==> src/rtl/arb_pkg.sv <==
package arb_pkg;
    typedef enum logic [1:0] {
        RESP_OKAY  = 2'd0,
        RESP_ERROR = 2'd1,
        RESP_RETRY = 2'd2,
        RESP_SPLIT = 2'd3
    } resp_e;
endpackage

==> src/rtl/split_mask.sv <==
module split_mask #(
    parameter int NUM_MASTERS = 16,
    localparam int IDX_W = (NUM_MASTERS > 1) ? $clog2(NUM_MASTERS) : 1
) (
    input  logic                   clk,
    input  logic                   rst_n,
    input  logic                   set_valid,
    input  logic [IDX_W-1:0]       set_idx,
    input  logic [NUM_MASTERS-1:0] release_vec,
    output logic [NUM_MASTERS-1:0] mask_d,
    output logic [NUM_MASTERS-1:0] mask_q
);
    logic [NUM_MASTERS-1:0] set_vec;

    always_comb begin
        set_vec = '0;
        if (set_valid) set_vec[set_idx] = 1'b1;
        // release overrides a simultaneous split on the same master
        mask_d = (mask_q | set_vec) & ~release_vec;
    end

    always_ff @(posedge clk or negedge rst_n) begin
        if (!rst_n) mask_q <= '0;
        else        mask_q <= mask_d;
    end

    // a released master is not excluded in the following cycle
    p_release_clears_r6: assert property (@(posedge clk) disable iff (!rst_n)
        (release_vec != '0) |=> ((mask_q & $past(release_vec)) == '0));

    // a split not cancelled by a release leaves its master excluded
    p_split_sets_r4: assert property (@(posedge clk) disable iff (!rst_n)
        (set_valid && !release_vec[set_idx]) |=> mask_q[$past(set_idx)]);

    generate
        for (genvar i = 0; i < NUM_MASTERS; i++) begin : g_rise
            // an exclusion bit only appears after a qualified split
            p_rise_needs_split_r10: assert property (@(posedge clk) disable iff (!rst_n)
                $rose(mask_q[i]) |-> $past(set_valid && (set_idx == IDX_W'(i))));
        end
    endgenerate
endmodule

==> src/rtl/rr_picker.sv <==
module rr_picker #(
    parameter int NUM_MASTERS = 16,
    localparam int IDX_W = (NUM_MASTERS > 1) ? $clog2(NUM_MASTERS) : 1
) (
    input  logic [NUM_MASTERS-1:0] eligible,
    input  logic [IDX_W-1:0]       last_idx,
    output logic                   found,
    output logic [IDX_W-1:0]       pick_idx
);
    always_comb begin
        int cand;
        found    = 1'b0;
        pick_idx = '0;
        cand     = 0;
        for (int k = 1; k <= NUM_MASTERS; k++) begin
            cand = int'(last_idx) + k;
            if (cand >= NUM_MASTERS) cand = cand - NUM_MASTERS;
            if (!found && eligible[cand]) begin
                found    = 1'b1;
                pick_idx = IDX_W'(cand);
            end
        end
    end

    // any pick must come from the eligible set
    always_comb begin
        if (found) a_pick_eligible_r7: assert (eligible[pick_idx]);
    end
endmodule

==> src/rtl/split_rr_arbiter.sv <==
module split_rr_arbiter
    import arb_pkg::*;
#(
    parameter int NUM_MASTERS    = 16,
    parameter int DEFAULT_MASTER = 0,
    localparam int IDX_W = (NUM_MASTERS > 1) ? $clog2(NUM_MASTERS) : 1,
    localparam int CNT_W = IDX_W + 2
) (
    input  logic                   clk,
    input  logic                   rst_n,
    input  logic [NUM_MASTERS-1:0] req_vec,
    input  logic                   bus_ready,
    input  logic [1:0]             resp_code,
    input  logic [NUM_MASTERS-1:0] release_vec,
    output logic [NUM_MASTERS-1:0] grant_oh,
    output logic [IDX_W-1:0]       owner_idx
);
    typedef struct packed {
        logic [NUM_MASTERS-1:0] grant;
        logic [IDX_W-1:0]       owner;
        logic [IDX_W-1:0]       ptr;
    } arb_state_t;

    localparam logic [IDX_W-1:0]       DEF_IDX   = IDX_W'(DEFAULT_MASTER);
    localparam logic [NUM_MASTERS-1:0] DEF_GRANT = NUM_MASTERS'(1) << DEFAULT_MASTER;

    arb_state_t             st_d, st_q;
    logic                   split_hit;
    logic [NUM_MASTERS-1:0] mask_d, mask_q;
    logic [NUM_MASTERS-1:0] eligible;
    logic                   found;
    logic [IDX_W-1:0]       pick_idx;

    assign split_hit = bus_ready && (resp_code == RESP_SPLIT);

    split_mask #(.NUM_MASTERS(NUM_MASTERS)) u_mask (
        .clk         (clk),
        .rst_n       (rst_n),
        .set_valid   (split_hit),
        .set_idx     (st_q.owner),
        .release_vec (release_vec),
        .mask_d      (mask_d),
        .mask_q      (mask_q)
    );

    assign eligible = req_vec & ~mask_d;

    rr_picker #(.NUM_MASTERS(NUM_MASTERS)) u_pick (
        .eligible (eligible),
        .last_idx (st_q.ptr),
        .found    (found),
        .pick_idx (pick_idx)
    );

    always_comb begin
        st_d = st_q;
        if (bus_ready) begin
            if (found) begin
                st_d.owner = pick_idx;
                st_d.grant = NUM_MASTERS'(1) << pick_idx;
                st_d.ptr   = pick_idx;
            end else begin
                st_d.owner = DEF_IDX;
                st_d.grant = DEF_GRANT;
            end
        end
    end

    always_ff @(posedge clk or negedge rst_n) begin
        if (!rst_n) begin
            st_q.grant <= DEF_GRANT;
            st_q.owner <= DEF_IDX;
            st_q.ptr   <= '0;
        end else begin
            st_q <= st_d;
        end
    end

    assign grant_oh  = st_q.grant;
    assign owner_idx = st_q.owner;

    // one-hot grant agreeing with owner index
    p_grant_onehot_r2: assert property (@(posedge clk) disable iff (!rst_n)
        ($countones(grant_oh) == 1) && grant_oh[owner_idx]);

    // ownership frozen through wait states
    p_hold_in_wait_r3: assert property (@(posedge clk) disable iff (!rst_n)
        !bus_ready |=> ($stable(grant_oh) && $stable(owner_idx)));

    // a split owner loses the bus next cycle unless released or parked
    p_split_excludes_r4: assert property (@(posedge clk) disable iff (!rst_n)
        (split_hit && !release_vec[owner_idx]) |=>
            ((owner_idx != $past(owner_idx)) || (owner_idx == DEF_IDX)));

    // an excluded master never holds the grant except as default
    p_masked_idle_r5: assert property (@(posedge clk) disable iff (!rst_n)
        ((grant_oh & mask_q & ~DEF_GRANT) == '0));

    // no requests parks the bus on the default master
    p_default_park_r8: assert property (@(posedge clk) disable iff (!rst_n)
        (bus_ready && (req_vec == '0)) |=> (owner_idx == DEF_IDX));

    // bounded wait for an unexcluded, persistent requester
    generate
        for (genvar i = 0; i < NUM_MASTERS; i++) begin : g_fair
            logic [CNT_W-1:0] wait_cnt;
            always_ff @(posedge clk or negedge rst_n) begin
                if (!rst_n) begin
                    wait_cnt <= '0;
                end else if (!req_vec[i] || mask_q[i] || (owner_idx == IDX_W'(i))) begin
                    wait_cnt <= '0;
                end else if (bus_ready) begin
                    wait_cnt <= wait_cnt + 1'b1;
                end
            end
            p_fair_wait_r9: assert property (@(posedge clk) disable iff (!rst_n)
                wait_cnt <= CNT_W'(NUM_MASTERS));
        end
    endgenerate
endmodule

==> config.mk <==
export PLATFORM = sky130hd
export DESIGN_NAME = split_rr_arbiter
export DESIGN_NICKNAME = d
export VERILOG_FILES = /design/src/rtl/arb_pkg.sv /design/src/rtl/split_mask.sv /design/src/rtl/rr_picker.sv /design/src/rtl/split_rr_arbiter.sv
export SDC_FILE = /design/constraint.sdc
export NUM_CORES = 1
export LEC_CHECK = 0
export ABC_AREA = 1
export BUFFER_PORTS_ARGS = -buffer_cell sky130_fd_sc_hd__buf_2
export CAP_MARGIN = 20
export CORE_ASPECT_RATIO = 1.25
export CORE_MARGIN = 10
export CORE_UTILIZATION = 36
export DETAILED_ROUTE_END_ITERATION = 10
export GPL_TIMING_DRIVEN = 0
export HOLD_SLACK_MARGIN = 0.06
export PLACE_DENSITY_LB_ADDON = 0.1
export SYNTH_ARGS = -nofsm -noshare
export SYNTH_HDL_FRONTEND = slang
export SYNTH_SLANG_ARGS = --single-unit
export TNS_END_PERCENT = 30
==> constraint.sdc <==
create_clock -name clk -period 3.57 [get_ports clk]
set_input_delay 0.1785 -clock clk [delete_from_list [all_inputs] [get_ports clk]]
set_output_delay 0.1785 -clock clk [all_outputs]
set_load 0.02 [all_outputs]
==> impl_results.md, run 1 <==
- Final instance area: 5830 µm²
- Iteration-0 DRC Markers: 282
- CTS tree: done
- Max Clock Freq: 0.294 GHz
- Diodes inserted: 0
- Crit path kind: reg2reg
- CP top delay family: simple AND/OR/NAND/NOR gates
- Syn Std Cell Area: 4070 µm²
- Synth area leaders: dfrtp_1, nand3_1, nand2_1
- Worst Skew: 0.00658 ns
- Placed instance count: 835
- Setup crit start kind: flip-flop
- Worst-path maximum fanout: 7
- Synthesized Nets: 689
- Gp weighted congestion: 0.914
- Critical path arrival: 3.62 ns
- Clock Tree Buf Depth: 2
- CTS H-tree lvls: 2
- Initial antenna violation count: 0
- R2R Setup Slk: 0.17 ns
- CTS Sinks: 40
- Setup violations, final: 0
- Crit path time final: 3.40 ns
- Gate Count Post-Synth: 645
- CTS clk-pin slew, worst paths: 0.06 ns
- Worst path required time: 3.80 ns
- Worst-Margin Slew: 0.895 ns
- Post-synth top flop: dfrtp_1
- DRC violations left: 0
- HP Class: in2reg
- Most used cell, CP: nor2_4
- Later-pin clock latency in the skew report: 0.29 ns
- Placed cell area: 4520 µm²
- Flops & latches, synth: 40
- Critical path endpoint category: flip-flop
- DIE AREA: 16000 µm²
- Register area share after synthesis: 24.6%
- Layout Area Growth over Synthesis: 43.2%
- Hold Crit Depth: 4
- Nets: 805
- WL final: 13800 µm
- Hold path start: release_vec[8]
- IO Port Bufs: 55
- R2r endpoint: grant_oh[6]
- Synth top area share: 24.0%
- Via density: 5.02
- Final hold violations: 0
- Final non-filler cell total: 897
- Yosys top cell by area: dfrtp_1
- Status: finished clean
- RSZ-0062 raised after global routing: true
- Initial core utilization: 36.8%
- Synth warn: 0
- Largest net degree at the start of global routing: 41
- Tcrit/Tclk final: 95.2%
- Hold worst-path end: u_mask.mask_q[8]
- GRT Overall Usage: 16.5%
- Crit path max-delay cell type: dfrtp_1
- Congestion Overflow GR: 0
- Buffers and inverters on the worst path: 7
- First-pass GRT wire length: 21500 µm
- Site Rows: 43
- Vias in the first global route: 4397
- Slowest stage delay, CP: 0.38 ns
- Fin. max-slew vios: 0
- Slew HR: 40.3%
- Routed wire per std cell: 15.4 µm
- Pre-Repair DR Iteration Count: 5
- RR Startpoint: st_q[0]
- Root Buffer: clkbuf_16
- Count of different cell masters after synthesis: 38
- EDFF count, synth: 0
- Core area: 11100 µm²
- Fill cell count: 1114
- Total CTS buffers: 5
- Async set-reset flop share out of synthesis: 100%
- Commonest non-fill, non-tap cells in the layout: nand2_1, nand3_1, inv_1, buf_4, buf_2
- Routed Antenna Nets: 0
- TNS Setup: 0 ns
- Most common cell after layout, fill and taps aside: nand2_1
- Share of layout cells above drive strength 1: 43.7%
- Fin Hold WS: 0.168 ns
- Height of the die: 139 µm
- Vias: 4507
- Die width: 115 µm
- FF-to-FF path depth: 25
- DP Wirelength: 10500 µm
- I/O Pins: 57
- Synthesized area per cell: 6.32 µm²
- Max-cap violations: 0
-- how the worst max path moves through the flow --
stage / startpoint / end / slack, ns / depth (start not counted)
floorplan: st_q[0] / grant_oh[7] / 0.06 / 25
global placement: st_q[1] / grant_oh[2] / -0.93 / 24
detailed placement: st_q[1] / grant_oh[6] / -0.99 / 24
CTS: st_q[0] / grant_oh[6] / 0.002 / 23
global route: st_q[0] / grant_oh[6] / -0.10 / 25
finish: st_q[0] / grant_oh[6] / 0.17 / 25
-- synthesized netlist by cell type, types with 3 or more instances --
| master | number |
|---|---|
| o21ai_0 | 7 |
| o21ai_1 | 8 |
| buf_2 | 9 |
| buf_4 | 21 |
| dfrtp_1 | 39 |
| inv_1 | 94 |
| nand2_2 | 14 |
| a21oi_1 | 6 |
| nand3_2 | 20 |
| nor2_1 | 51 |
| nand4_1 | 18 |
| o21a_1 | 4 |
| nand3_1 | 133 |
| xor2_1 | 4 |
| nor2_4 | 3 |
| inv_2 | 11 |
| nor2_2 | 10 |
| nand4_2 | 3 |
| ha_1 | 7 |
| nand2_1 | 159 |
-- stage by stage --
step	worst slack [ns]	util, %
3_5_place_dp	-0.985	40.8
6_report	0.173	52.6
4_1_cts	0.00222	45.4
5_1_grt	-0.104	52.6
3_3_place_gp	-0.930	40.8
2_1_floorplan	0.0594	-
-- worst reg2reg max path: cells and delay by family (launching register included) --
kind	cells	cell delay, ns
AND/OR/NAND/NOR	17	1.94
flip-flops	1	0.38
buffers and inverters	7	0.75
adder cells (fa/ha/maj)	1	0.26
-- state kept, by name, summed over array words and instances, names as in the netlist --
signal,count
grant_oh,16
owner_idx,4
st_q,4
u_mask.mask_q,16
-- cell type report --
cell class                      instances  area [µm²]  share of cell area (%)
Multi-Input combinational cell        463        2990                    51.3
Sequential cell                        40        1010                    17.3
Timing Repair Buffer                  110         702                    12.0
Inverter                              108         442                    7.57
Buffer                                 33         302                    5.17
Tap cell                              135         169                    2.90
Clock buffer                            5         125                    2.15
Clock inverter                          3        90.1                    1.54
-- kinds of logic after synthesis --
kind of cell             after synthesis  synth area share [%]
AO/OA/AOI/OAI                         27                  3.75
XOR/XNOR                               6                  1.47
adder cells (fa/ha/maj)                7                  2.15
buffers and inverters                142                  15.6
flip-flops                            40                  24.6
AND/OR/NAND/NOR                      423                  52.4
-- what timing repair did --
action                                  CTS  global route
gates cloned                              0             0
pin swaps                                12            44
hold buffers                              1             0
hold endpoints to repair                  6             0
setup buffers                            20            34
resized for setup                        35           141
endpoints found under the setup margin   24            24
-- layer usage --
layer	routed length [µm]	GRT usage, %	vias up	share of wire, %
li1	-	-	2280	-
met1	5720	19.7	2089	41
met2	7020	27.9	104	51
met3	546	1.82	34	3.9
met4	549	8.81	0	4.0
met5	0	0	-	0
Power of run 1 is not shown: default switching activity piles up to over one toggle a cycle in this logic, so the estimate is an artifact.
==> inputs of run 2 (changes only) <==
--- a/config.mk
+++ b/config.mk
@@ -10,7 +10,8 @@
 export CAP_MARGIN = 20
 export CORE_ASPECT_RATIO = 1.25
 export CORE_MARGIN = 10
-export CORE_UTILIZATION = 36
+export CORE_UTILIZATION = 53
+export CTS_BUF_LIST = sky130_fd_sc_hd__clkbuf_4 sky130_fd_sc_hd__clkbuf_8 sky130_fd_sc_hd__clkbuf_16
 export DETAILED_ROUTE_END_ITERATION = 10
 export GPL_TIMING_DRIVEN = 0
 export HOLD_SLACK_MARGIN = 0.06
==> run 2 against run 1 <==
Register-to-register slack worse by 0.09 ns. Hold slack worse by 0.017 ns. Non-clock buffer count is 10 lower. Final area is 6.8% lower. Routed wire length is 2.2% lower. Die area is 27% lower. Core utilization is 20 points higher. Maximum frequency is 2.5% lower. Final cell count is 5.9% lower. Global-route usage is 3.9 points higher. Sequential share of layout area is 1.3 points higher. Critical path type unchanged. Largest cell class unchanged. Highest routed layer unchanged.
==> impl_results.md, run 2 (same netlist as run 1, synthesis figures left out) <==
- GRT Overall Usage: 20.4% (+3.9 points)
- Routed Antenna Nets: 0 (unchanged)
- FF-to-FF path depth: 26 (+4.0%)
- Setup violations, final: 0 (unchanged)
- Worst-path maximum fanout: 7 (unchanged)
- Fin. max-slew vios: 0 (unchanged)
- Critical Path Start: st_q[0]
- RR Startpoint: st_q[0]
- Worst Setup EP: grant_oh[1]
- R2r endpoint: grant_oh[1]
- Total CTS buffers: 5 (unchanged)
- DP Wirelength: 9790 µm (-7.1%)
- Pre-CTS setup slack: -0.946 ns (+0.0389 ns)
- R2R Setup Slk: 0.09 ns (-0.09 ns)
- Initial antenna violation count: 0 (unchanged)
- Later-pin clock latency in the skew report: 0.30 ns (about the same)
- WL final: 13500 µm (-2.2%)
- Max Clock Freq: 0.287 GHz (-2.5%)
- Pre-Repair DR Iteration Count: 6 (+1)
- Max-cap violations: 0 (unchanged)
- Clock Tree Buf Depth: 2 (unchanged)
- Share of layout cells above drive strength 1: 39.6% (-4.1 points)
- Most common cell after layout, fill and taps aside: nand2_1
- Commonest non-fill, non-tap cells in the layout: nand2_1, nand3_1, inv_1, buf_4, buf_2
- Core area: 7440 µm² (-33%)
- Layout Area Growth over Synthesis: 33.5%
- Setup crit start kind: flip-flop
- Worst setup margin: 0.0854 ns (-0.0875 ns)
- Fin Hold WS: 0.151 ns (-0.0173 ns)
- Die width: 98.4 µm (-15%)
- Area occupied by registers: 1010 µm² (unchanged)
- Site Rows: 35 (-19%)
- TNS Setup: 0 ns (unchanged)
- Root Buffer: clkbuf_8
- Slew HR: 41.2% (+0.90 points)
- Congestion Overflow GR: 0 (unchanged)
- HP Class: in2reg
- CTS Sinks: 40 (unchanged)
- Diodes inserted: 0 (unchanged)
- Multi-input logic area: 2850 µm² (-4.9%)
- Critical path arrival: 3.73 ns (+0.11 ns)
- Iteration-0 DRC Markers: 423 (+50%)
- Via density: 5.56 (+11%)
- CTS tree: done
- Worst Skew: 0.0128 ns (+0.00625 ns)
- Tcrit/Tclk final: 97.6% (+2.4 points)
- Critical path endpoint category: flip-flop
- First-pass GRT wire length: 20000 µm (-7.2%)
- Initial core utilization: 54.7% (+18 points)
- Worst-Margin Slew: 0.882 ns (-0.0134 ns)
- CTS H-tree lvls: 2 (unchanged)
- Crit path time final: 3.48 ns (+0.0875 ns)
- DRC violations left: 0 (unchanged)
- Crit path kind: reg2reg
- Vias: 4694 (+4.1%)
- Final Util: 73.1% (+20 points)
- Routed wire per std cell: 16.0 µm (+3.9%)
- Worst path required time: 3.82 ns (+0.02 ns)
- DIE AREA: 11600 µm² (-27%)
- Fill cell count: 635 (-43%)
- RSZ-0062 raised after global routing: true
- CTS clk-pin slew, worst paths: 0.09 ns (+0.03 ns)
- Height of the die: 118 µm (-15%)
- Status: finished clean
- I/O Pins: 57 (unchanged)
- Nets: 795 (-1.2%)
- Gp weighted congestion: 0.972 (+6.3%)
- Largest net degree at the start of global routing: 41 (unchanged)
- IO Port Bufs: 55 (unchanged)
- Vias in the first global route: 4310 (-2.0%)
- Final hold violations: 0 (unchanged)
[run 2: cell count changes in the layout (fill, tap and decap cells not counted), sizes merged]
cell      previous run  this run
buf                138       129
bufinv               3         1
clkbuf               9         8
clkinv               2         3
clkinvlp             1         2
[run 2: worst min path at each step]
| stage | startpoint | endpoint | slack (ns) | cells after the start |
|---|---|---|---|---|
| CTS | bus_ready | owner_idx[2] | 0.15 | 2 |
| detailed placement | rst_n | u_mask.mask_q[2] | 0.34 | 1 |
| floorplan | rst_n | grant_oh[10] | -0.12 | 0 |
| global route | bus_ready | owner_idx[0] | 0.16 | 2 |
| finish | bus_ready | owner_idx[2] | 0.15 | 2 |
| global placement | rst_n | u_mask.mask_q[2] | 0.33 | 1 |
[run 2: per-layer routing]
layer	track usage, %	part of all wire, %	vias up
li1	-	-	2263
met3	2.64	6.0	78
met1	21.8	37	2142
met2	35.9	50	211
met5	0	0	-
met4	13.9	6.8	0
[run 2: per-stage QoR]
| stage | cells | area (µm²) |
|---|---|---|
| 5_1_grt | 844 | 5440 |
| 2_1_floorplan | 645 | 4080 |
| 6_report | 844 | 5440 |
| 4_1_cts | 810 | 4780 |
| 3_3_place_gp | 792 | 4470 |
| 3_5_place_dp | 792 | 4470 |
[run 2: layout make-up]
class,instances,area share (%)
multi-input combinational,463,52.4
sequential,40,18.6
timing repair buffer,100,11.4
inverter,108,8.12
buffer,33,5.41
tap,92,2.12
clock buffer,5,1.27
clock inverter,3,0.782
[run 2: repair_timing]
item	4_1_cts	5_1_grt
endpoints found under the hold margin	39	0
gates resized for setup	31	108
buffers inserted	10	34
endpoints found under the setup margin	24	24
pin swaps	9	29
hold buffers	1	0
[run 2: worst max-delay path, stage by stage (launching register included)]
cell and delay (ns):
dfrtp_1 0.38, buf_6 0.14, clkinv_8 0.05, buf_8 0.12
ha_4 0.32, inv_4 0.06, buf_8 0.13, nand3_2 0.09
nand3_1 0.07, nand2_1 0.14, nand2_1 0.11, nand2_2 0.15
inv_4 0.07, nand4_4 0.11, nor2_4 0.05, nand4_1 0.15
nor2_4 0.06, buf_4 0.17, nand3_1 0.10, nor2_1 0.05
nor2_1 0.14, nand3_2 0.10, nor2_4 0.27, inv_4 0.10
nor2_2 0.14, nand2_1 0.08, nand2_1 0.07
Power of run 2 is left out for the same reason.
==> inputs of run 3 (changes only) <==
--- a/config.mk
+++ b/config.mk
@@ -8,12 +8,12 @@
 export ABC_AREA = 1
 export BUFFER_PORTS_ARGS = -buffer_cell sky130_fd_sc_hd__buf_2
 export CAP_MARGIN = 20
-export CORE_ASPECT_RATIO = 1.25
+export CORE_ASPECT_RATIO = 0.7
 export CORE_MARGIN = 10
 export CORE_UTILIZATION = 53
 export CTS_BUF_LIST = sky130_fd_sc_hd__clkbuf_4 sky130_fd_sc_hd__clkbuf_8 sky130_fd_sc_hd__clkbuf_16
 export DETAILED_ROUTE_END_ITERATION = 10
-export GPL_TIMING_DRIVEN = 0
+export GPL_TIMING_DRIVEN = 1
 export HOLD_SLACK_MARGIN = 0.06
 export PLACE_DENSITY_LB_ADDON = 0.1
 export SYNTH_ARGS = -nofsm -noshare
==> run 3 against run 2 <==
Die area grew 0.29%. Sequential cell count is the same. Via count shrank 4.4%. Critical path depth shrank 2. First-iteration DRC count shrank 1.7%. Non-clock buffer count shrank 28. Register-to-register slack gained 0.14 ns. Global-route usage grew 0.78 points. Count of clock-buffer cells in the layout grew 1. Routed wire length shrank 3.3%. Core utilization shrank 4.3 points. Hold slack lost 0.0025 ns. Critical endpoint is now grant_oh[14]. Largest cell class unchanged.
==> impl_results.md, run 3 (same netlist as run 1, synthesis figures left out) <==
- Fin. max-slew vios: 0 (unchanged)
- GRT Overall Usage: 21.2% (+0.78 points)
- I/O Pins: 57 (unchanged)
- Commonest non-fill, non-tap cells in the layout: nand2_1, nand3_1, inv_1, buf_2, buf_4
- Routed Antenna Nets: 0 (unchanged)
- Routed wire per std cell: 15.9 µm (-0.87%)
- Gr busiest metal: met2
- Site Rows: 26 (-26%)
- Pre-Repair DR Iteration Count: 5 (-1)
- DP Wirelength: 10100 µm (+3.3%)
- Worst path required time: 3.82 ns (about the same)
- Slew HR: 41.7% (+0.47 points)
- CTS H-tree lvls: 2 (unchanged)
- Initial core utilization: 55.2% (+0.45 points)
- Die width: 125 µm (+27%)
- Global Route met1 Usage: 29.7% (+7.9 points)
- CTS tree: done
- First-pass GRT wire length: 20500 µm (+2.6%)
- Crit path kind: reg2reg
- Worst-Margin Slew: 0.875 ns (-0.00708 ns)
- Diodes inserted: 0 (unchanged)
- Critical path arrival: 3.59 ns (-0.14 ns)
- Share of layout cells above drive strength 1: 35.7% (-3.9 points)
- DRC violations left: 0 (unchanged)
- Total CTS buffers: 5 (unchanged)
- Met3 GRT Util: 6.15% (+3.5 points)
- Later-pin clock latency in the skew report: 0.30 ns (about the same)
- CTS Sinks: 40 (unchanged)
- Setup violations, final: 0 (unchanged)
- Via density: 5.45 (-2.0%)
- Height of the die: 93.4 µm (-21%)
- FF-to-FF path depth: 24 (-7.7%)
- Clock Tree Buf Depth: 2 (unchanged)
- RSZ-0062 raised after global routing: true
- Multi-input logic area: 2750 µm² (-3.5%)
- Largest net degree at the start of global routing: 41 (unchanged)
- Gp weighted congestion: 1.05 (+8.2%)
- Max Clock Freq: 0.299 GHz (+4.2%)
- Worst-path maximum fanout: 6 (-1)
- DIE AREA: 11600 µm² (+0.29%)
- CTS clk-pin slew, worst paths: 0.09 ns (about the same)
- Fill cell count: 641 (+0.94%)
- Vias in the first global route: 4135 (-4.1%)
- Area occupied by registers: 1010 µm² (unchanged)
- Most common cell after layout, fill and taps aside: nand2_1
- IO Port Bufs: 56 (+1.8%)
- Status: finished clean
- Nets: 768 (-3.4%)
- Setup crit start kind: flip-flop
- Congestion Overflow GR: 0 (unchanged)
- Fin Hold WS: 0.148 ns (-0.00252 ns)
- Final hold violations: 0 (unchanged)
- M2 GR Usage: 31.3% (-4.6 points)
- Tcrit/Tclk final: 93.7% (-3.9 points)
- WL final: 13100 µm (-3.3%)
- Layout Area Growth over Synthesis: 24.7%
- Crit path time final: 3.35 ns (-0.139 ns)
- Core area: 7380 µm² (-0.81%)
- Root Buffer: clkbuf_8
- Vias: 4487 (-4.4%)
- Critical path endpoint category: flip-flop
- Iteration-0 DRC Markers: 416 (-1.7%)
- Max-cap violations: 0 (unchanged)
- Worst Skew: 0.00961 ns (-0.00322 ns)
- HP Class: in2reg
- Initial antenna violation count: 1 (+1)
- Hold Crit Depth: 4 (+2)
run 3: cell types whose count changed in the layout (fill, tap and decap cells not counted), sizes merged:
| cell | before | now |
|---|---|---|
| buf | 129 | 104 |
| clkbuf | 8 | 6 |
run 3: worst paths after layout:
kind | start | endpoint | slack [ns]
setup / recovery | owner_idx[1] | grant_oh[14] | 0.22
hold / removal | release_vec[10] | u_mask.mask_q[10] | 0.15
setup reg to reg | owner_idx[1] | grant_oh[14] | 0.22
hold reg to reg | grant_oh[3] | grant_oh[3] | 0.48
max in group asynchronous | rst_n | owner_idx[2] | 2.39
min in group asynchronous | rst_n | u_mask.mask_q[4] | 0.57
run 3: area by class of cell:
type,instances,area share [%]
inverters,108,8.18
repair buffers,105,13.1
flip-flops and latches,40,19.9
multi-input cells,463,54.1
clock inverters,2,0.689
clock buffers,6,1.50
repair inverters,1,0.148
well taps,98,2.41
run 3: per-stage QoR:
| step | util [%] | cell area (µm²) | cells | setup TNS [ns] | worst slack [ns] |
|---|---|---|---|---|---|
| after global placement | 60.4 | 4460 | 793 | 0 | 0.108 |
| after detailed placement | 60.4 | 4460 | 793 | 0 | 0.0993 |
| after CTS | 62.1 | 4580 | 802 | 0 | 0.0696 |
| final | 68.8 | 5080 | 823 | 0 | 0.225 |
| after global routing | 68.8 | 5080 | 823 | -0.158 | -0.0393 |
| after floorplan | - | 4080 | 645 | 0 | 0.0594 |
run 3: layer usage:
layer,wire (µm),share of wire [%]
met5,13,0.099
met4,159,1.2
met1,5910,45
met3,1430,11
met2,5560,43
run 3: timing repair:
item	in CTS	in global routing
endpoints found under the hold margin	39	0
buffers inserted	0	20
resized for setup	0	92
hold buffers	1	0
setup endpoints to repair	0	24
run 3: worst max-delay path: stages (launching register included):
cell and delay [ns]:
dfrtp_2 0.45, inv_2 0.09, nand2_1 0.09, inv_2 0.09, nand3_1 0.07, nand2_1 0.07
nand2_1 0.09, nand3_1 0.13, nand3_1 0.13, nand3_1 0.09, nand2_1 0.11, nand2_1 0.10
inv_2 0.05, a21oi_2 0.20, nand4_4 0.15, nor3_4 0.17, nand4_2 0.17, nor2_4 0.20
nand4_1 0.20, nor2_2 0.20, nor2_4 0.06, buf_4 0.14, nor2_2 0.12, nand2_1 0.07
nand2_1 0.06
Power of run 3 is left out for the same reason.
